--- src/rtl/clk_router_pkg.sv ---
package clk_router_pkg;
  localparam int DIV_W = 5;

  typedef struct packed {
    logic             use_ref;
    logic [DIV_W-1:0] div_m1;
  } ch_cfg_t;

  localparam int CFG_W = $bits(ch_cfg_t);
endpackage

--- src/rtl/cr_edge_sense.sv ---
module cr_edge_sense #(
  parameter int NSRC = 2
) (
  input  logic            clk,
  input  logic            rst_n,
  input  logic [NSRC-1:0] src_in,
  output logic [NSRC-1:0] lvl_q,
  output logic [NSRC-1:0] rise
);
  logic [NSRC-1:0] dly_q;

  always_ff @(posedge clk or negedge rst_n) begin
    if (!rst_n) begin
      lvl_q <= '0;
      dly_q <= '0;
    end else begin
      lvl_q <= src_in;
      dly_q <= lvl_q;
    end
  end

  assign rise = lvl_q & ~dly_q;
endmodule

--- src/rtl/cr_settle.sv ---
module cr_settle #(
  parameter int CW = 8
) (
  input  logic          clk,
  input  logic          rst_n,
  input  logic          pd_n,
  input  logic          ref_rise,
  input  logic [CW-1:0] limit,
  output logic          done_q
);
  logic [CW-1:0] cnt_q, cnt_n;
  logic          done_n;

  always_comb begin
    cnt_n  = cnt_q;
    done_n = done_q;
    if (!pd_n) begin
      cnt_n  = '0;
      done_n = 1'b0;
    end else if (!done_q) begin
      if (cnt_q == limit) done_n = 1'b1;
      else if (ref_rise)  cnt_n  = cnt_q + 1'b1;
    end
  end

  always_ff @(posedge clk or negedge rst_n) begin
    if (!rst_n) begin
      cnt_q  <= '0;
      done_q <= 1'b0;
    end else begin
      cnt_q  <= cnt_n;
      done_q <= done_n;
    end
  end

  // ready only ever rises while power-down is released
  a_r8_ready_after_release: assert property (@(posedge clk) disable iff (!rst_n)
    $rose(done_q) |-> $past(pd_n));
endmodule

--- src/rtl/cr_lane.sv ---
module cr_lane
  import clk_router_pkg::*;
(
  input  logic    clk,
  input  logic    rst_n,
  input  logic    run,
  input  logic    oe,
  input  ch_cfg_t pend,
  input  logic    spr_lvl,
  input  logic    spr_rise,
  input  logic    ref_lvl,
  input  logic    ref_rise,
  output logic    out_q,
  output logic    en_q
);
  ch_cfg_t          act_q, act_n;
  logic [DIV_W-1:0] cnt_q, cnt_n;
  logic             hold_q, hold_n, out_n, en_n;
  logic             lvl, rise, bypass;
  logic [DIV_W:0]   half;

  always_comb begin
    lvl    = act_q.use_ref ? ref_lvl  : spr_lvl;
    rise   = act_q.use_ref ? ref_rise : spr_rise;
    bypass = (act_q.div_m1 == '0);
    half   = ({1'b0, act_q.div_m1} + 1'b1) >> 1;
    act_n  = act_q;
    cnt_n  = cnt_q;
    hold_n = hold_q;
    if (!run || (!out_q && (pend != act_q))) begin
      act_n  = pend;
      cnt_n  = '0;
      hold_n = 1'b1;
    end else if (rise) begin
      if (hold_q) begin
        hold_n = 1'b0;
        cnt_n  = '0;
      end else if (cnt_q == act_q.div_m1) begin
        cnt_n = '0;
      end else begin
        cnt_n = cnt_q + 1'b1;
      end
    end
    out_n = run && !hold_n && (bypass ? lvl : ({1'b0, cnt_n} < half));
    en_n  = en_q;
    if (!run)       en_n = 1'b0;
    else if (!out_q) en_n = oe;
  end

  always_ff @(posedge clk or negedge rst_n) begin
    if (!rst_n) begin
      act_q  <= '0;
      cnt_q  <= '0;
      hold_q <= 1'b1;
      out_q  <= 1'b0;
      en_q   <= 1'b0;
    end else begin
      act_q  <= act_n;
      cnt_q  <= cnt_n;
      hold_q <= hold_n;
      out_q  <= out_n;
      en_q   <= en_n;
    end
  end

  // setting swaps only happen behind a low output
  a_r5_swap_when_low: assert property (@(posedge clk) disable iff (!rst_n)
    ($past(run) && (act_q != $past(act_q))) |-> !$past(out_q));
  // pad enable edges only behind a low output
  a_r6_en_edge_low: assert property (@(posedge clk) disable iff (!rst_n)
    ($past(run) && (en_q != $past(en_q))) |-> !$past(out_q));
  // divider phase never exceeds the programmed ratio
  a_r3_cnt_in_range: assert property (@(posedge clk) disable iff (!rst_n)
    cnt_q <= act_q.div_m1);
endmodule

--- src/rtl/clk_out_router.sv ---
module clk_out_router
  import clk_router_pkg::*;
#(
  parameter int LANES    = 4,
  parameter int SETTLE_W = 8
) (
  input  logic                   clk,
  input  logic                   rst_n,
  input  logic                   spread_clk,
  input  logic                   ref_clk,
  input  logic                   fs,
  input  logic                   oe,
  input  logic                   pd_n,
  input  logic [SETTLE_W-1:0]    settle_len,
  input  logic [LANES*CFG_W-1:0] bank0_cfg,
  input  logic [LANES*CFG_W-1:0] bank1_cfg,
  output logic [LANES-1:0]       clk_out,
  output logic [LANES-1:0]       drv_en
);
  logic [1:0] rsync_q;
  logic       rst_int_n;
  logic [1:0] src_lvl, src_rise;
  logic       settled, run;

  always_ff @(posedge clk or negedge rst_n) begin
    if (!rst_n) rsync_q <= '0;
    else        rsync_q <= {rsync_q[0], 1'b1};
  end
  assign rst_int_n = rsync_q[1];

  cr_edge_sense #(.NSRC(2)) u_sense (
    .clk    (clk),
    .rst_n  (rst_int_n),
    .src_in ({ref_clk, spread_clk}),
    .lvl_q  (src_lvl),
    .rise   (src_rise)
  );

  cr_settle #(.CW(SETTLE_W)) u_settle (
    .clk      (clk),
    .rst_n    (rst_int_n),
    .pd_n     (pd_n),
    .ref_rise (src_rise[1]),
    .limit    (settle_len),
    .done_q   (settled)
  );

  assign run = pd_n && settled;

  for (genvar g = 0; g < LANES; g++) begin : g_lane
    ch_cfg_t pend;
    assign pend = fs ? ch_cfg_t'(bank1_cfg[g*CFG_W +: CFG_W])
                     : ch_cfg_t'(bank0_cfg[g*CFG_W +: CFG_W]);
    cr_lane u_lane (
      .clk      (clk),
      .rst_n    (rst_int_n),
      .run      (run),
      .oe       (oe),
      .pend     (pend),
      .spr_lvl  (src_lvl[0]),
      .spr_rise (src_rise[0]),
      .ref_lvl  (src_lvl[1]),
      .ref_rise (src_rise[1]),
      .out_q    (clk_out[g]),
      .en_q     (drv_en[g])
    );
  end

  // power-down silences every lane on the next cycle
  a_r7_pd_quiet: assert property (@(posedge clk) disable iff (!rst_int_n)
    !pd_n |=> (clk_out == '0 && drv_en == '0));
endmodule

--- config.mk ---
export PLATFORM = sky130hd
export DESIGN_NAME = clk_out_router
export DESIGN_NICKNAME = d
export VERILOG_FILES = /design/src/rtl/clk_router_pkg.sv /design/src/rtl/cr_edge_sense.sv /design/src/rtl/cr_settle.sv /design/src/rtl/cr_lane.sv /design/src/rtl/clk_out_router.sv
export SDC_FILE = /design/constraint.sdc
export NUM_CORES = 1
export LEC_CHECK = 0
export BUFFER_PORTS_ARGS = -buffer_cell sky130_fd_sc_hd__buf_2
export CAP_MARGIN = 25
export CORE_ASPECT_RATIO = 1.2
export CORE_MARGIN = 5
export CORE_UTILIZATION = 55
export DETAILED_ROUTE_END_ITERATION = 12
export PLACE_DENSITY = 0.77
export SLEW_MARGIN = 20
export SYNTH_ARGS = -nofsm -noshare
export SYNTH_HDL_FRONTEND = slang
export SYNTH_SLANG_ARGS = --single-unit
--- constraint.sdc ---
create_clock -name clk -period 2.64 [get_ports clk]
set_input_delay 0.264 -clock clk [delete_from_list [all_inputs] [get_ports clk]]
set_output_delay 0.264 -clock clk [all_outputs]
set_load 0.02 [all_outputs]
==> out/qor.yml <==
cts-root-buf: "clkbuf_8"
cts.sinks: 71
p_comb_share_pct: 21.9
seq_area_frac_synth_pct: 36.81
rsz0062_at_grt: "true"
dp_cells: 760
die_w_microns: 95.63
worstMarginPinSlew_ns: 0.9387
fin_ws_ns: -0.1461
nets: 760
finClkSkew_ns: 0.01092
grt_pass1_wl_microns: 20020
wl_met1_microns: 4930
place.gp.congestion: 0.9091
route.top_layer_used: "met5"
cp-end-kind: "flop"
wl_met2_microns: 6324
powerDensity_mw_per_mm2: 397.0
hold_violations: 0
antenna_found_initial: 1
clock_latency_ns: 0.35
critical_path.max_fanout: 2
first_iter_violations: 219
crit_type: "flop to flop"
port_buffers: 70
cts_buffer_depth: 2
diodes: 0
r2r_start: "g_lane[2].u_lane.act_q[4]"
required_ns: 2.90
synth_seq_cells: 71
period_minus_slack_ns: 2.786
p_sw_share_pct: 28.43
internal_power_uw: 1805
slew_headroom_pct: 36.54
grt-ovfl-total: 0
hold_path.class: "input port to flop"
groute.usage.overall_pct: 23.52
whs_ns: 0.01591
ys_warn_count: 0
drt-pass1-iter-count: 4
hp-start: "spread_clk"
violations: "negative setup slack"
p_sw_uw: 717.0
syn-instance-count: 513
cts_inserted_buffers: 9
cap_violations: 0
outcome: "finished with violations"
p_leak_uw: 0.002956
final_cell_mix: "100 x buf_4, 70 x buf_2, 65 x dfrtp_1"
die_height_microns: 112.8
drt-total-wl_microns: 12120
grt_pass1_vias: 4421
floorplan.initialDensity_pct: 56.20
die-area_sq_mm: 0.01078
ant_nets: 0
setup_viol: 3
path_clk_slew_ns: 0.08
syn_nets: 605
drv_slew: 0
final_layout_size_suffix_gt1_share_pct: 38.04
vdd_drop_max_uv: 268.9
synth.distinct_cells: 49
netlist_area_sq_mm: 0.004840
finalCritPeriodShare_pct: 105.5
startpoint: "g_lane[2].u_lane.act_q[4]"
crit_arrival_ns: 3.05
ioPinCount: 71
tritoncts: "yes"
cp_slowest_cell: "or4b_4"
synthToLayoutAreaGrowth_pct: 31.23
vias: 4313
startpoint_type: "flop"
grt_max_degree: 44
worstPathCellList: "xnor2_1 > nand4_1 > o21bai_1 > or4b_4 > a21oi_2 > ha_1 > a21oi_1 > nor2b_1 > o21ai_1 > nand3_1 > a211o_1 > a221oi_2"
finalNonFillerCells: 790
coreArea_sq_mm: 0.008611
final_common_cell: "buf_4"
rrSetupSlack_ns: -0.15
power_frac_seq_pct: 46.7
avgRoutedWirePerCell_microns: 15.35
avgSynthCellArea_sq_um: 9.434
vias_per_cell: 5.459
cp_slowest_stage_delay_ns: 0.53
clockPowerShare_pct: 31.5
place_hpwl_microns: 9046
wl_met3_microns: 588
drcViolationCount: 0
fmax_mhz: 358.9
ctsHtreeMaxLevel: 3
num_rows: 37
## logic make-up (layout without fill, tap and decap cells)
logic type,count (synthesis),in the layout,share of synthesized area (%)
compound gates,94,94,12.23
xor+xnor,67,67,12.13
fa+ha+maj,29,29,7.497
buf+inv,43,203,4.834
flops,71,71,36.81
mux,43,43,9.152
other cells,1,1,0.07749
simple gates,165,165,17.27
## state kept, by name, summed over array words and instances, names as in the netlist
signal                flops
g_lane.u_lane.act_q      24
g_lane.u_lane.en_q        4
u_settle.done_q           1
g_lane.u_lane.cnt_q      20
u_settle.cnt_q            8
g_lane.u_lane.hold_q      4
rsync_q                   2
g_lane.u_lane.out_q       4
u_sense.lvl_q             2
u_sense.dly_q             2
## worst paths after layout
path                                                 to  cells past startpoint
min in group asynchronous                    rsync_q[0]                      2
worst max-delay path             g_lane[2].u_lane.out_q                     12
worst min register to register    g_lane[0].u_lane.en_q                      0
worst min-delay path                   u_sense.lvl_q[0]                      1
max in group asynchronous       g_lane[0].u_lane.hold_q                      1
worst max register to register   g_lane[2].u_lane.out_q                     12
## layer usage
metal | vias to the layer above | GRT usage [%]
met5 | - | 0
li1 | 2088 | -
met3 | 24 | 2.793
met2 | 113 | 42.02
met1 | 2086 | 28.37
met4 | 2 | 9.108
## power groups by stage
stage               sequential, uW  combinational (uW)  clock [uW]
finish                        1180                 552         793
global route                  1180                 606         856
CTS                           1180                 531         807
detailed placement            1200                 511           0
global placement              1190                 493           0
floorplan                     1190                 316           0
## final cells by class
cell class              count  area, sq um
flip-flops and latches     71         1784
inverters                  13        48.80
fillers                   609         2260
multi-input cells         399         3025
clock inverters             4        20.02
clock buffers              12        155.1
repair buffers            174         1171
well taps                 117        146.4
## worst max-delay path: cells and delay by family (launching register included)
kind                       cells  cell delay (ns)
AOI/OAI and AO/OA              6             1.03
and+or+nand+nor                4             0.86
DFF                            1             0.40
adders and majority gates      1             0.26
xor gates and xnor gates       1             0.14
## stage by stage
step                      setup slack [ns]  cell area [sq um]  util (%)  power, uW  setup TNS (ns)
after floorplan                    -0.1291               4920         -       1506         -0.3840
after global placement             -0.3383               5906     68.58       1687          -1.159
after detailed placement           -0.4834               5906     68.58       1706          -1.558
after CTS                          -0.1261               6202     72.03       2514         -0.3472
after global routing               -0.3146               6351     73.76       2646          -1.051
final                              -0.1461               6351     73.76       2522         -0.3619
## Yosys cell counts (all sizes together)
cell type  instances  area (sq um)
a2111oi            4         47.55
a211o              1         8.760
a21boi             2         15.01
a21o               5         37.54
a21oi             48         240.2
a221oi             2         30.03
a31o               2         17.52
a31oi              1         6.260
a32oi              1         8.760
and2               5         31.28
and3               4         25.02
buf               21         151.4
clkbuf             9         33.78
conb               1         3.750
dfrtp             67          1677
dfstp              4         105.1
ha                29         362.9
inv               13         48.80
mux2               7         82.57
mux2i             36         360.4
nand2             24         90.09
nand2b             4         27.53
nand3             22         110.1
nand3b             4         30.03
nand4             12         75.07
nor2              53         198.9
nor2b             10         62.56
nor3               9         50.05
nor3b              4         30.03
nor4               1         6.260
nor4b              4         35.03
o211ai             1         12.51
o21ai             23         137.6
o21bai             2         15.01
o31ai              2         15.01
or2                1         6.260
or3                6         37.54
or4b               2         20.02
xnor2             44         385.4
xor2              23         201.4
## repair_timing
action	CTS	global route
hold buffers	1	0
setup buffers	7	6
endpoints found under the hold margin	2	0
endpoints found under the setup margin	4	4
pin swaps	10	14
gates cloned	0	0
gates resized for setup	19	26
Power figures use the tool's default switching activity.
